`src/rtl/banked_regfile_pkg.sv`:
```
package banked_regfile_pkg;
  localparam int ADDR_W = 8;
  localparam int OFS_W  = 7;

  typedef enum logic [1:0] {
    RGN_NONE = 2'd0,
    RGN_SFR  = 2'd1,
    RGN_GPR  = 2'd2,
    RGN_NULL = 2'd3
  } region_e;
endpackage

```
`src/rtl/banked_regfile_rst_sync.sv`:
```
module banked_regfile_rst_sync #(
  parameter int STAGES = 2
) (
  input  logic clk,
  input  logic rst_n,
  output logic rst_n_sync
);
  logic [STAGES-1:0] chain_q;
  logic [STAGES-1:0] chain_d;

  always_comb begin
    chain_d = {chain_q[STAGES-2:0], 1'b1};
  end

  always_ff @(posedge clk or negedge rst_n) begin
    if (!rst_n) chain_q <= '0;
    else        chain_q <= chain_d;
  end

  assign rst_n_sync = chain_q[STAGES-1];
endmodule

```
`src/rtl/banked_regfile_addr.sv`:
```
module banked_regfile_addr
  import banked_regfile_pkg::*;
#(
  parameter int BANK_BIT = 5
) (
  input  logic [7:0]        status_i,
  input  logic [ADDR_W-1:0] pointer_i,
  input  logic [OFS_W-1:0]  offset_i,
  output logic              indirect_o,
  output logic [ADDR_W-1:0] full_addr_o
);
  always_comb begin
    indirect_o = (offset_i == '0);
    if (indirect_o) full_addr_o = pointer_i;
    else            full_addr_o = {status_i[BANK_BIT], offset_i};
  end
endmodule

```
`src/rtl/banked_regfile_decode.sv`:
```
module banked_regfile_decode
  import banked_regfile_pkg::*;
#(
  parameter logic [OFS_W-1:0]  SFR_SPAN = 7'd32,
  parameter logic [ADDR_W-1:0] B0_LO    = 8'h20,
  parameter logic [ADDR_W-1:0] B0_HI    = 8'h7F,
  parameter logic [ADDR_W-1:0] B1_LO    = 8'hA0,
  parameter logic [ADDR_W-1:0] B1_HI    = 8'hBF,
  parameter logic [ADDR_W-1:0] MIR_LO   = 8'hF0,
  parameter logic [ADDR_W-1:0] MIR_HI   = 8'hFF,
  parameter logic [ADDR_W-1:0] MIR_TGT  = 8'h70,
  parameter int                IDX_W    = 7
) (
  input  logic              indirect_i,
  input  logic [ADDR_W-1:0] full_addr_i,
  output region_e           region_o,
  output logic [IDX_W-1:0]  idx_o
);
  localparam logic [ADDR_W-1:0] B0_DEPTH = B0_HI - B0_LO + 8'd1;
  localparam logic [ADDR_W-1:0] MIR_BASE = MIR_TGT - B0_LO;

  logic [ADDR_W-1:0] ofs_b0;
  logic [ADDR_W-1:0] ofs_b1;
  logic [ADDR_W-1:0] ofs_mir;

  always_comb begin
    ofs_b0  = full_addr_i - B0_LO;
    ofs_b1  = B0_DEPTH + (full_addr_i - B1_LO);
    ofs_mir = MIR_BASE + (full_addr_i - MIR_LO);
    region_o = RGN_NONE;
    idx_o    = '0;
    if (indirect_i && (full_addr_i[OFS_W-1:0] == '0)) begin
      region_o = RGN_NULL;
    end else if (full_addr_i[OFS_W-1:0] < SFR_SPAN) begin
      region_o = RGN_SFR;
    end else if (full_addr_i >= B0_LO && full_addr_i <= B0_HI) begin
      region_o = RGN_GPR;
      idx_o    = IDX_W'(ofs_b0);
    end else if (full_addr_i >= B1_LO && full_addr_i <= B1_HI) begin
      region_o = RGN_GPR;
      idx_o    = IDX_W'(ofs_b1);
    end else if (full_addr_i >= MIR_LO && full_addr_i <= MIR_HI) begin
      region_o = RGN_GPR;
      idx_o    = IDX_W'(ofs_mir);
    end
  end
endmodule

```
`src/rtl/banked_regfile_ram.sv`:
```
module banked_regfile_ram #(
  parameter int DATA_W = 8,
  parameter int DEPTH  = 128,
  parameter int IDX_W  = 7
) (
  input  logic              clk,
  input  logic              rst_n,
  input  logic              we_i,
  input  logic [IDX_W-1:0]  idx_i,
  input  logic [DATA_W-1:0] wdata_i,
  output logic [DATA_W-1:0] rdata_o
);
  logic [DATA_W-1:0] mem_q [DEPTH];

  for (genvar g = 0; g < DEPTH; g++) begin : g_cell
    logic              cell_en;
    logic [DATA_W-1:0] cell_d;
    always_comb begin
      cell_en = we_i && (idx_i == IDX_W'(g));
      cell_d  = wdata_i;
    end
    always_ff @(posedge clk or negedge rst_n) begin
      if (!rst_n)       mem_q[g] <= '0;
      else if (cell_en) mem_q[g] <= cell_d;
    end
  end

  always_comb begin
    if (int'(idx_i) < DEPTH) rdata_o = mem_q[idx_i];
    else                     rdata_o = '0;
  end
endmodule

```
`src/rtl/banked_regfile.sv`:
```
module banked_regfile
  import banked_regfile_pkg::*;
#(
  parameter int                DATA_W   = 8,
  parameter int                BANK_BIT = 5,
  parameter logic [OFS_W-1:0]  SFR_SPAN = 7'd32,
  parameter logic [ADDR_W-1:0] B0_LO    = 8'h20,
  parameter logic [ADDR_W-1:0] B0_HI    = 8'h7F,
  parameter logic [ADDR_W-1:0] B1_LO    = 8'hA0,
  parameter logic [ADDR_W-1:0] B1_HI    = 8'hBF,
  parameter logic [ADDR_W-1:0] MIR_LO   = 8'hF0,
  parameter logic [ADDR_W-1:0] MIR_HI   = 8'hFF,
  parameter logic [ADDR_W-1:0] MIR_TGT  = 8'h70
) (
  input  logic              clk,
  input  logic              rst_n,
  input  logic [7:0]        status_i,
  input  logic [ADDR_W-1:0] pointer_i,
  input  logic [OFS_W-1:0]  offset_i,
  input  logic              wr_en_i,
  input  logic [DATA_W-1:0] wr_data_i,
  output logic [DATA_W-1:0] rd_data_o,
  output logic              sfr_sel_o,
  output logic [ADDR_W-1:0] sfr_addr_o,
  output logic              sfr_we_o,
  output logic [DATA_W-1:0] sfr_wdata_o,
  input  logic [DATA_W-1:0] sfr_rdata_i
);
  localparam int DEPTH = (int'(B0_HI) - int'(B0_LO) + 1) + (int'(B1_HI) - int'(B1_LO) + 1);
  localparam int IDX_W = $clog2(DEPTH);

  logic              rst_q;
  logic              indirect;
  logic [ADDR_W-1:0] full_addr;
  region_e           region;
  logic [IDX_W-1:0]  ram_idx;
  logic              ram_we;
  logic [DATA_W-1:0] ram_rdata;

  banked_regfile_rst_sync #(.STAGES(2)) u_rst (
    .clk(clk), .rst_n(rst_n), .rst_n_sync(rst_q)
  );

  banked_regfile_addr #(.BANK_BIT(BANK_BIT)) u_addr (
    .status_i(status_i), .pointer_i(pointer_i), .offset_i(offset_i),
    .indirect_o(indirect), .full_addr_o(full_addr)
  );

  banked_regfile_decode #(
    .SFR_SPAN(SFR_SPAN), .B0_LO(B0_LO), .B0_HI(B0_HI), .B1_LO(B1_LO),
    .B1_HI(B1_HI), .MIR_LO(MIR_LO), .MIR_HI(MIR_HI), .MIR_TGT(MIR_TGT),
    .IDX_W(IDX_W)
  ) u_dec (
    .indirect_i(indirect), .full_addr_i(full_addr),
    .region_o(region), .idx_o(ram_idx)
  );

  always_comb begin
    ram_we = wr_en_i && (region == RGN_GPR);
  end

  banked_regfile_ram #(.DATA_W(DATA_W), .DEPTH(DEPTH), .IDX_W(IDX_W)) u_ram (
    .clk(clk), .rst_n(rst_q), .we_i(ram_we), .idx_i(ram_idx),
    .wdata_i(wr_data_i), .rdata_o(ram_rdata)
  );

  always_comb begin
    sfr_sel_o   = (region == RGN_SFR);
    sfr_addr_o  = full_addr;
    sfr_we_o    = sfr_sel_o && wr_en_i;
    sfr_wdata_o = wr_data_i;
    unique case (region)
      RGN_SFR: rd_data_o = sfr_rdata_i;
      RGN_GPR: rd_data_o = ram_rdata;
      default: rd_data_o = '0;
    endcase
  end
endmodule

```
`config.mk`:
```
export PLATFORM = sky130hd
export DESIGN_NAME = banked_regfile
export DESIGN_NICKNAME = d
export VERILOG_FILES = /design/src/rtl/banked_regfile_pkg.sv /design/src/rtl/banked_regfile_rst_sync.sv /design/src/rtl/banked_regfile_addr.sv /design/src/rtl/banked_regfile_decode.sv /design/src/rtl/banked_regfile_ram.sv /design/src/rtl/banked_regfile.sv
export SDC_FILE = /design/constraint.sdc
export NUM_CORES = 2
export LEC_CHECK = 0
export ABC_AREA = 1
export BUFFER_PORTS_ARGS = -buffer_cell sky130_fd_sc_hd__buf_2
export CORE_MARGIN = 2
export CORE_UTILIZATION = 48
export DETAILED_ROUTE_END_ITERATION = 16
export GPL_TIMING_DRIVEN = 0
export PLACE_DENSITY = 0.73
export REMOVE_ABC_BUFFERS = 1
export SLEW_MARGIN = 20
export SYNTH_ARGS = -nofsm -noshare
export SYNTH_HDL_FRONTEND = slang
export SYNTH_SLANG_ARGS = --single-unit
```
`constraint.sdc`:
```
create_clock -name clk -period 34.3 [get_ports clk]
set_input_delay 5.145 -clock clk [delete_from_list [all_inputs] [get_ports clk]]
set_output_delay 5.145 -clock clk [all_outputs]
set_load 0.02 [all_outputs]
```
### After elaboration in Yosys (flattened, before gate mapping)

Index checks and enable logic that the tools add are counted.

* bits in registers: 1026
* input port bits: 42
* output and inout bits: 26
* word-level logic and storage cells: 424

* add/sub/neg operators: 5
* $lt $le $gt $ge: 8
* equality and inequality tests: 129
* mux-type cells: 15
* bitwise operators: 1
* reductions and logical operators: 137

Operator list (number)
* $eq A7 B7 Y1 const B: 64
* $eq A7 B6 Y1 const B: 32
* $logic_and A1 B1 Y1: 134
* $eq A7 B5 Y1 const B: 16
* $bmux W8 S7: 1
* $eq A7 B4 Y1 const B: 8
* $mux W7: 5
* $eq A7 B3 Y1 const B: 4
* $ge A8 B8 Y1 const B: 3
* $mux W8: 3
* $logic_not A7 Y1: 3
* $le A8 B8 Y1 const B: 2
* $pmux W8 S2: 1
* $add A7 B7 Y7 const A: 2
* $eq A7 B2 Y1 const B: 2
* $sub A7 B6 Y7 const B: 2
* $mux W2: 5
* $ge A8 B6 Y1 const B: 1
* $le A8 B7 Y1 const B: 1
* $not A7 Y8: 1
* $eq A7 B1 Y1 const B: 1
* $lt A7 B6 Y1 const B: 1
* $sub A7 B7 Y7 const B: 1
* $eq A2 B1 Y1 const B: 1
* $eq A2 B2 Y1 const B: 1

### Depth between registers and ports, before layout

* depth in word-level cells: 14
* mapped depth: 24

### Hierarchy

From an unflattened synthesis, not the netlist that was laid out.

* cells, all modules: 6278
* area total of the unflattened synthesis: 47543.1 µm²

Modules (own cells, without submodules)
* banked_regfile_ram: instances 1, cells each 6162, area each 46913.7 µm², sequential area each 25624.6 µm²
* banked_regfile: instances 1, cells each 43, area each 246.5 µm², sequential area each 0.0 µm²
* banked_regfile_decode: instances 1, cells each 40, area each 191.4 µm², sequential area each 0.0 µm²
* banked_regfile_addr: instances 1, cells each 30, area each 137.6 µm², sequential area each 0.0 µm²
* banked_regfile_rst_sync: instances 1, cells each 3, area each 53.8 µm², sequential area each 50.0 µm²

### Least setup slack after synthesis

Ideal clock, no wire load.

* path kind: input to output
* start: input offset_i[5]
* end: output rd_data_o[2]
* arrival time: 7.502 ns
* data required time: 29.155 ns
* slack: 21.653 ns
* stages: 20
* cells stage by stage: nor2_1 -> nand2_1 -> nor2_8 -> nand2_1 -> nand2_1 -> nand2_1 -> nand2_1 -> nand2_4 -> nand2_1 -> clkbuf_1 -> clkbuf_1 -> nor2_1 -> o21bai_1 -> nor2_1 -> nor2_1 -> nor2_1 -> nand2_1 -> a21oi_1 -> nand3_1 -> nand2_1

* word-level cells in the longest chain between the ends: 14

RTL lines
* from (decl): line banked_regfile.sv:19 `input logic [OFS_W-1:0] offset_i,`
* $logic_not A7 Y1 *: line banked_regfile_addr.sv:13 `indirect_o = (offset_i == '0);`
* $mux W8 *: line banked_regfile_addr.sv:14 `if (indirect_o) full_addr_o = pointer_i;`
* via sfr_addr_o[6]: line banked_regfile.sv:24 `output logic [ADDR_W-1:0] sfr_addr_o,`
* $sub A7 B7 Y7 (tied with other cells): line banked_regfile_decode.sv:29 `ofs_mir = MIR_BASE + (full_addr_i - MIR_LO);`
* $add A7 B7 Y7 or $logic_and A1 B1 Y1 (tied branches): line banked_regfile_decode.sv:29, banked_regfile_decode.sv:42
* $mux W7: line banked_regfile_decode.sv:42 `end else if (full_addr_i >= MIR_LO && full_addr_i <= MIR_HI) begin`
* $mux W7: line banked_regfile_decode.sv:39 `end else if (full_addr_i >= B1_LO && full_addr_i <= B1_HI) begin`
* $mux W7: line banked_regfile_decode.sv:36 `end else if (full_addr_i >= B0_LO && full_addr_i <= B0_HI) begin`
* $mux W7: line banked_regfile_decode.sv:34 `end else if (full_addr_i[OFS_W-1:0] < SFR_SPAN) begin`
* $mux W7: line banked_regfile_decode.sv:32 `if (indirect_i && (full_addr_i[OFS_W-1:0] == '0)) begin`
* $not A7 Y8 (not written as such): line banked_regfile_ram.sv:29 `if (int'(idx_i) < DEPTH) rdata_o = mem_q[idx_i];`
* $bmux W8 S7: line banked_regfile_ram.sv:29
* $mux W8 (not written as such) (2 in a row): line banked_regfile_ram.sv:29
* $pmux W8 S2 *: line banked_regfile.sv:72 `unique case (region)`
* to (decl): line banked_regfile.sv:22 `output logic [DATA_W-1:0] rd_data_o,`

The timed path passes the listed nets; every way through them passes the cells marked *. The select of a mux whose other input is x is not followed.

### Worst setup path after layout

* start: input offset_i[6]
* end: output rd_data_o[0]

* word-level cells in the longest chain between the ends: 14

RTL lines (line)
* $logic_not A7 Y1: banked_regfile_addr.sv:13
* $mux W8: banked_regfile_addr.sv:14
* $sub A7 B7 Y7 (tied with other cells): banked_regfile_decode.sv:29
* $add A7 B7 Y7 or $logic_and A1 B1 Y1 (tied branches): banked_regfile_decode.sv:29, banked_regfile_decode.sv:42
* $mux W7: banked_regfile_decode.sv:42
* $mux W7: banked_regfile_decode.sv:39
* $mux W7: banked_regfile_decode.sv:36
* $mux W7: banked_regfile_decode.sv:34
* $mux W7: banked_regfile_decode.sv:32
* $not A7 Y8 (not written as such): banked_regfile_ram.sv:29
* $bmux W8 S7: banked_regfile_ram.sv:29
* $mux W8 (not written as such) (2 in a row): banked_regfile_ram.sv:29
* $pmux W8 S2 *: banked_regfile.sv:72

Mark *: on every way between the ends. The rest lies on a longest branch, timed or not. The select of a mux whose other input is x is not followed.

==> qor.yml <==
status: "finished clean"
clockBufferDepth: 3
r2r-start: "u_rst.chain_q[1]$_DFF_PN0_"
hold_buffers: 0
dpl.cell_count: 7649
synth_cell_type_count: 34
final.setup_skew_ns: 0.02866
grt_start_max_net_pins: 114
grt_pass1_vias: 41260
post_synth_instance_area_sq_mm: 0.04975
root_buffer: "clkbuf_16"
vias: 43010
core-area_sq_mm: 0.1032
area_growth_pct: 11.61
setup-violations-final: 0
worst_hold_slack_ns: 0.3028
drv_cap: 0
ir_worst_vdd_mv: 0.04284
yosys.area.top_type: "dfrtp_1"
routed_wl_mm: 146.9
grt_overflow: 0
r2r-end: "u_ram.mem_q[903]$_DFFE_PN0P_"
power_density_mw_per_mm2: 50.50
power.internal_mw: 2.048
synthTopCellsByArea: "dfrtp_1 (52%), nand2_1 (19%), o21ai_0 (8.5%)"
pwr-share-clk: 0.425
reg2regPathDepth: 7
yosys_warnings: 0
swShare: 0.2697
cts_tree: "built"
synth_seq_cells: 1026
max_freq_mhz: 63.18
setup_tns_ns: 0
place_hpwl_mm: 90.54
gp_congestion: 0.9037
path_cells: "buf_2 -> inv_1 -> nand2_1 -> nor2_8 -> a21oi_1 -> inv_8 -> nand2_8 -> buf_16 -> nor2_4 -> buf_16 -> buf_16 -> inv_2 -> o21bai_1 -> nor2_1 -> nor2_1 -> nor2_1 -> nand2_1 -> nand2_1 -> nand3_1 -> nor2_1 -> nand2_1 -> nand2_1 -> buf_2"
fin_area_sq_mm: 0.05553
timing.critical_path.slowest_cell_delay_ns: 0.71
route.detailed.drc: 0
drt_iter0_drc: 5058
tightest_slew_ns: 1.059
die_w_um: 325.9
first_pass_iters: 8
netlist_instances: 6582
cts_resized: 0
via_per_inst: 5.483
rrSetupSlack_ns: 31.61
die_y_um: 325.9
switchingPower_mw: 0.7563
grt_pass1_wl_mm: 234.2
clock-sinks: 1026
slew_headroom: 0.2933
cts.htree.levels: 3
final_hold_viol_count: 0
crit_family: "simple AND/OR/NAND/NOR gates"
io_pins: 68
antenna_found_initial: 2
clk_pin_slew_worst_paths_ns: 0.06
required_ns: 29.15
num_antenna_cells: 0
p_leak_nw: 27.22
cp_slowest_cell: "a21oi_1"
placed_cell_area_sq_mm: 0.05191
start_util: 0.4821
cts_setup_buffers: 0
synth_top_area_share: 0.5161
io_buffers: 60
cp_num_cells: 23
fin_nets: 6421
yosysSeqAreaShare: 0.5161
worst_setup_path_start_kind: "input pin"
cts_buffers: 108
die-area_sq_mm: 0.1062
worstHoldPathType: "flip-flop to async pin"
seqPwrFrac: 0.454
insertion_delay_ns: 0.70
p_comb_frac: 0.121
crit_path_end_kind: "output pin"
ant_nets: 0
cpMostUsedCell: "nand2_1"
final_max_slew_viol_count: 0
wl_per_cell_um: 18.73
avgSynthCellArea_sq_um: 7.559
grt_usage: 0.2783
rsz0062_at_grt: "false"
drive_gt1_frac: 0.07365
crit_path_end: "rd_data_o[0]"
num_rows: 118
layout.cells.non_filler: 7843
crit_fanout: 113
period_needed_ns: 15.83
min_period_over_period: 0.4615
crit_type: "input pin to output pin"
worst-path-buf-inv: 8
crit_start: "offset_i[6]"
worstPathArrival_ns: 10.68
## power groups by stage
stage / logic [mW] / registers [mW] / clock network [mW]
after global routing: 0.374 / 1.28 / 1.25
after global placement: 0.298 / 1.32 / 0
after floorplan: 0.189 / 1.31 / 0
after detailed placement: 0.331 / 1.29 / 0
final: 0.338 / 1.27 / 1.19
after CTS: 0.333 / 1.27 / 1.20
## area by class of cell
class | instances | area, sq um
Sequential cell | 1026 | 25680
Inverter | 519 | 2011
Clock buffer | 157 | 3199
Clock inverter | 37 | 407.9
Tap cell | 1380 | 1727
Multi-Input combinational cell | 4591 | 20390
Timing Repair Buffer | 133 | 2117
Fill cell | 9478 | 47680
## placed cells by master, fill, tap and decap left out, types with 4 or more instances in the layout
| cell type | count |
|---|---|
| buf_12 | 14 |
| nand2_4 | 28 |
| clkinv_2 | 21 |
| o21ai_2 | 27 |
| nand3b_1 | 157 |
| nor2_1 | 384 |
| bufinv_16 | 7 |
| nand3_1 | 74 |
| clkbuf_8 | 27 |
| o21ai_0 | 844 |
| a21oi_1 | 100 |
| dfrtp_1 | 1025 |
| o21ai_1 | 258 |
| o21bai_1 | 10 |
| clkbuf_1 | 20 |
| nand2_2 | 4 |
| buf_16 | 52 |
| clkbuf_16 | 110 |
| inv_6 | 10 |
| nand4_1 | 23 |
| clkinvlp_4 | 4 |
| or2_2 | 54 |
| o22ai_1 | 18 |
| nor3_4 | 14 |
| nand2_1 | 2573 |
| inv_2 | 10 |
| nor2_4 | 10 |
| buf_8 | 7 |
| buf_2 | 60 |
| clkinv_1 | 4 |
| inv_1 | 492 |
## registers in the layout, indices dropped and copies added (netlist names)
signal	count
u_ram.mem_q	1024
u_rst.chain_q	2
## layer usage
metal | up-vias | track usage | share of wire
met1 | 20480 | 0.3781 | 0.42
met5 | - | 0 | 0.000068
met4 | 2 | 0.1119 | 0.042
li1 | 20210 | - | -
met2 | 1959 | 0.4331 | 0.44
met3 | 358 | 0.06303 | 0.098
## worst register-to-register path, cell delays in order, from the launching register on
cell and delay, ns:
dfrtp_4 0.75, buf_12 0.29, buf_16 0.28, buf_12 0.27, buf_16 0.29, buf_16 0.34, buf_16 0.31, buf_16 0.30
## metrics by stage
stage | util | power [mW] | setup WS [ns]
after CTS | 0.5380 | 2.809 | 18.77
after floorplan | - | 1.498 | 3.583
final | 0.5380 | 2.804 | 18.47
after global placement | 0.4833 | 1.618 | -8.463
after detailed placement | 0.5030 | 1.625 | 18.80
after global routing | 0.5380 | 2.904 | 18.28
## logic make-up after synthesis
| logic type | count (synthesis) | share of synthesized area |
|---|---|---|
| and+or+nand+nor | 3328 | 0.2762 |
| buffers and inverters | 965 | 0.07741 |
| DFF | 1026 | 0.5161 |
| other | 1 | 0.00007538 |
| AOI/OAI and AO/OA | 1262 | 0.1303 |
## worst min-delay path by stage
stage / startpoint / to / cells after the start
global placement: u_rst.chain_q[0]$_DFF_PN0_ / u_rst.chain_q[1]$_DFF_PN0_ / 0
floorplan: u_rst.chain_q[0]$_DFF_PN0_ / u_rst.chain_q[1]$_DFF_PN0_ / 0
detailed placement: u_rst.chain_q[1]$_DFF_PN0_ / u_ram.mem_q[474]$_DFFE_PN0P_ / 0
global route: u_rst.chain_q[1]$_DFF_PN0_ / u_ram.mem_q[474]$_DFFE_PN0P_ / 0
CTS: u_rst.chain_q[1]$_DFF_PN0_ / u_ram.mem_q[474]$_DFFE_PN0P_ / 0
finish: u_rst.chain_q[1]$_DFF_PN0_ / u_ram.mem_q[474]$_DFFE_PN0P_ / 0
## cells in the mapped netlist
cell type,count
a21boi_0,3
a21oi_1,100
a21oi_2,1
a21oi_4,1
buf_1,27
buf_2,79
buf_4,16
buf_6,9
clkbuf_1,315
clkinv_1,4
conb_1,1
dfrtp_1,1026
inv_1,504
inv_2,10
inv_4,1
nand2_1,2576
nand2_2,4
nand2_4,27
nand3_1,74
nand3b_1,157
nand4_1,23
nor2_1,390
nor2_2,3
nor2_4,4
nor2_8,1
nor3_1,1
nor3_2,11
nor3_4,3
o21ai_0,845
o21ai_1,259
o21ai_2,25
o21bai_1,10
o22ai_1,18
or2_2,54
Note: power is estimated with default switching activity, not from simulation.
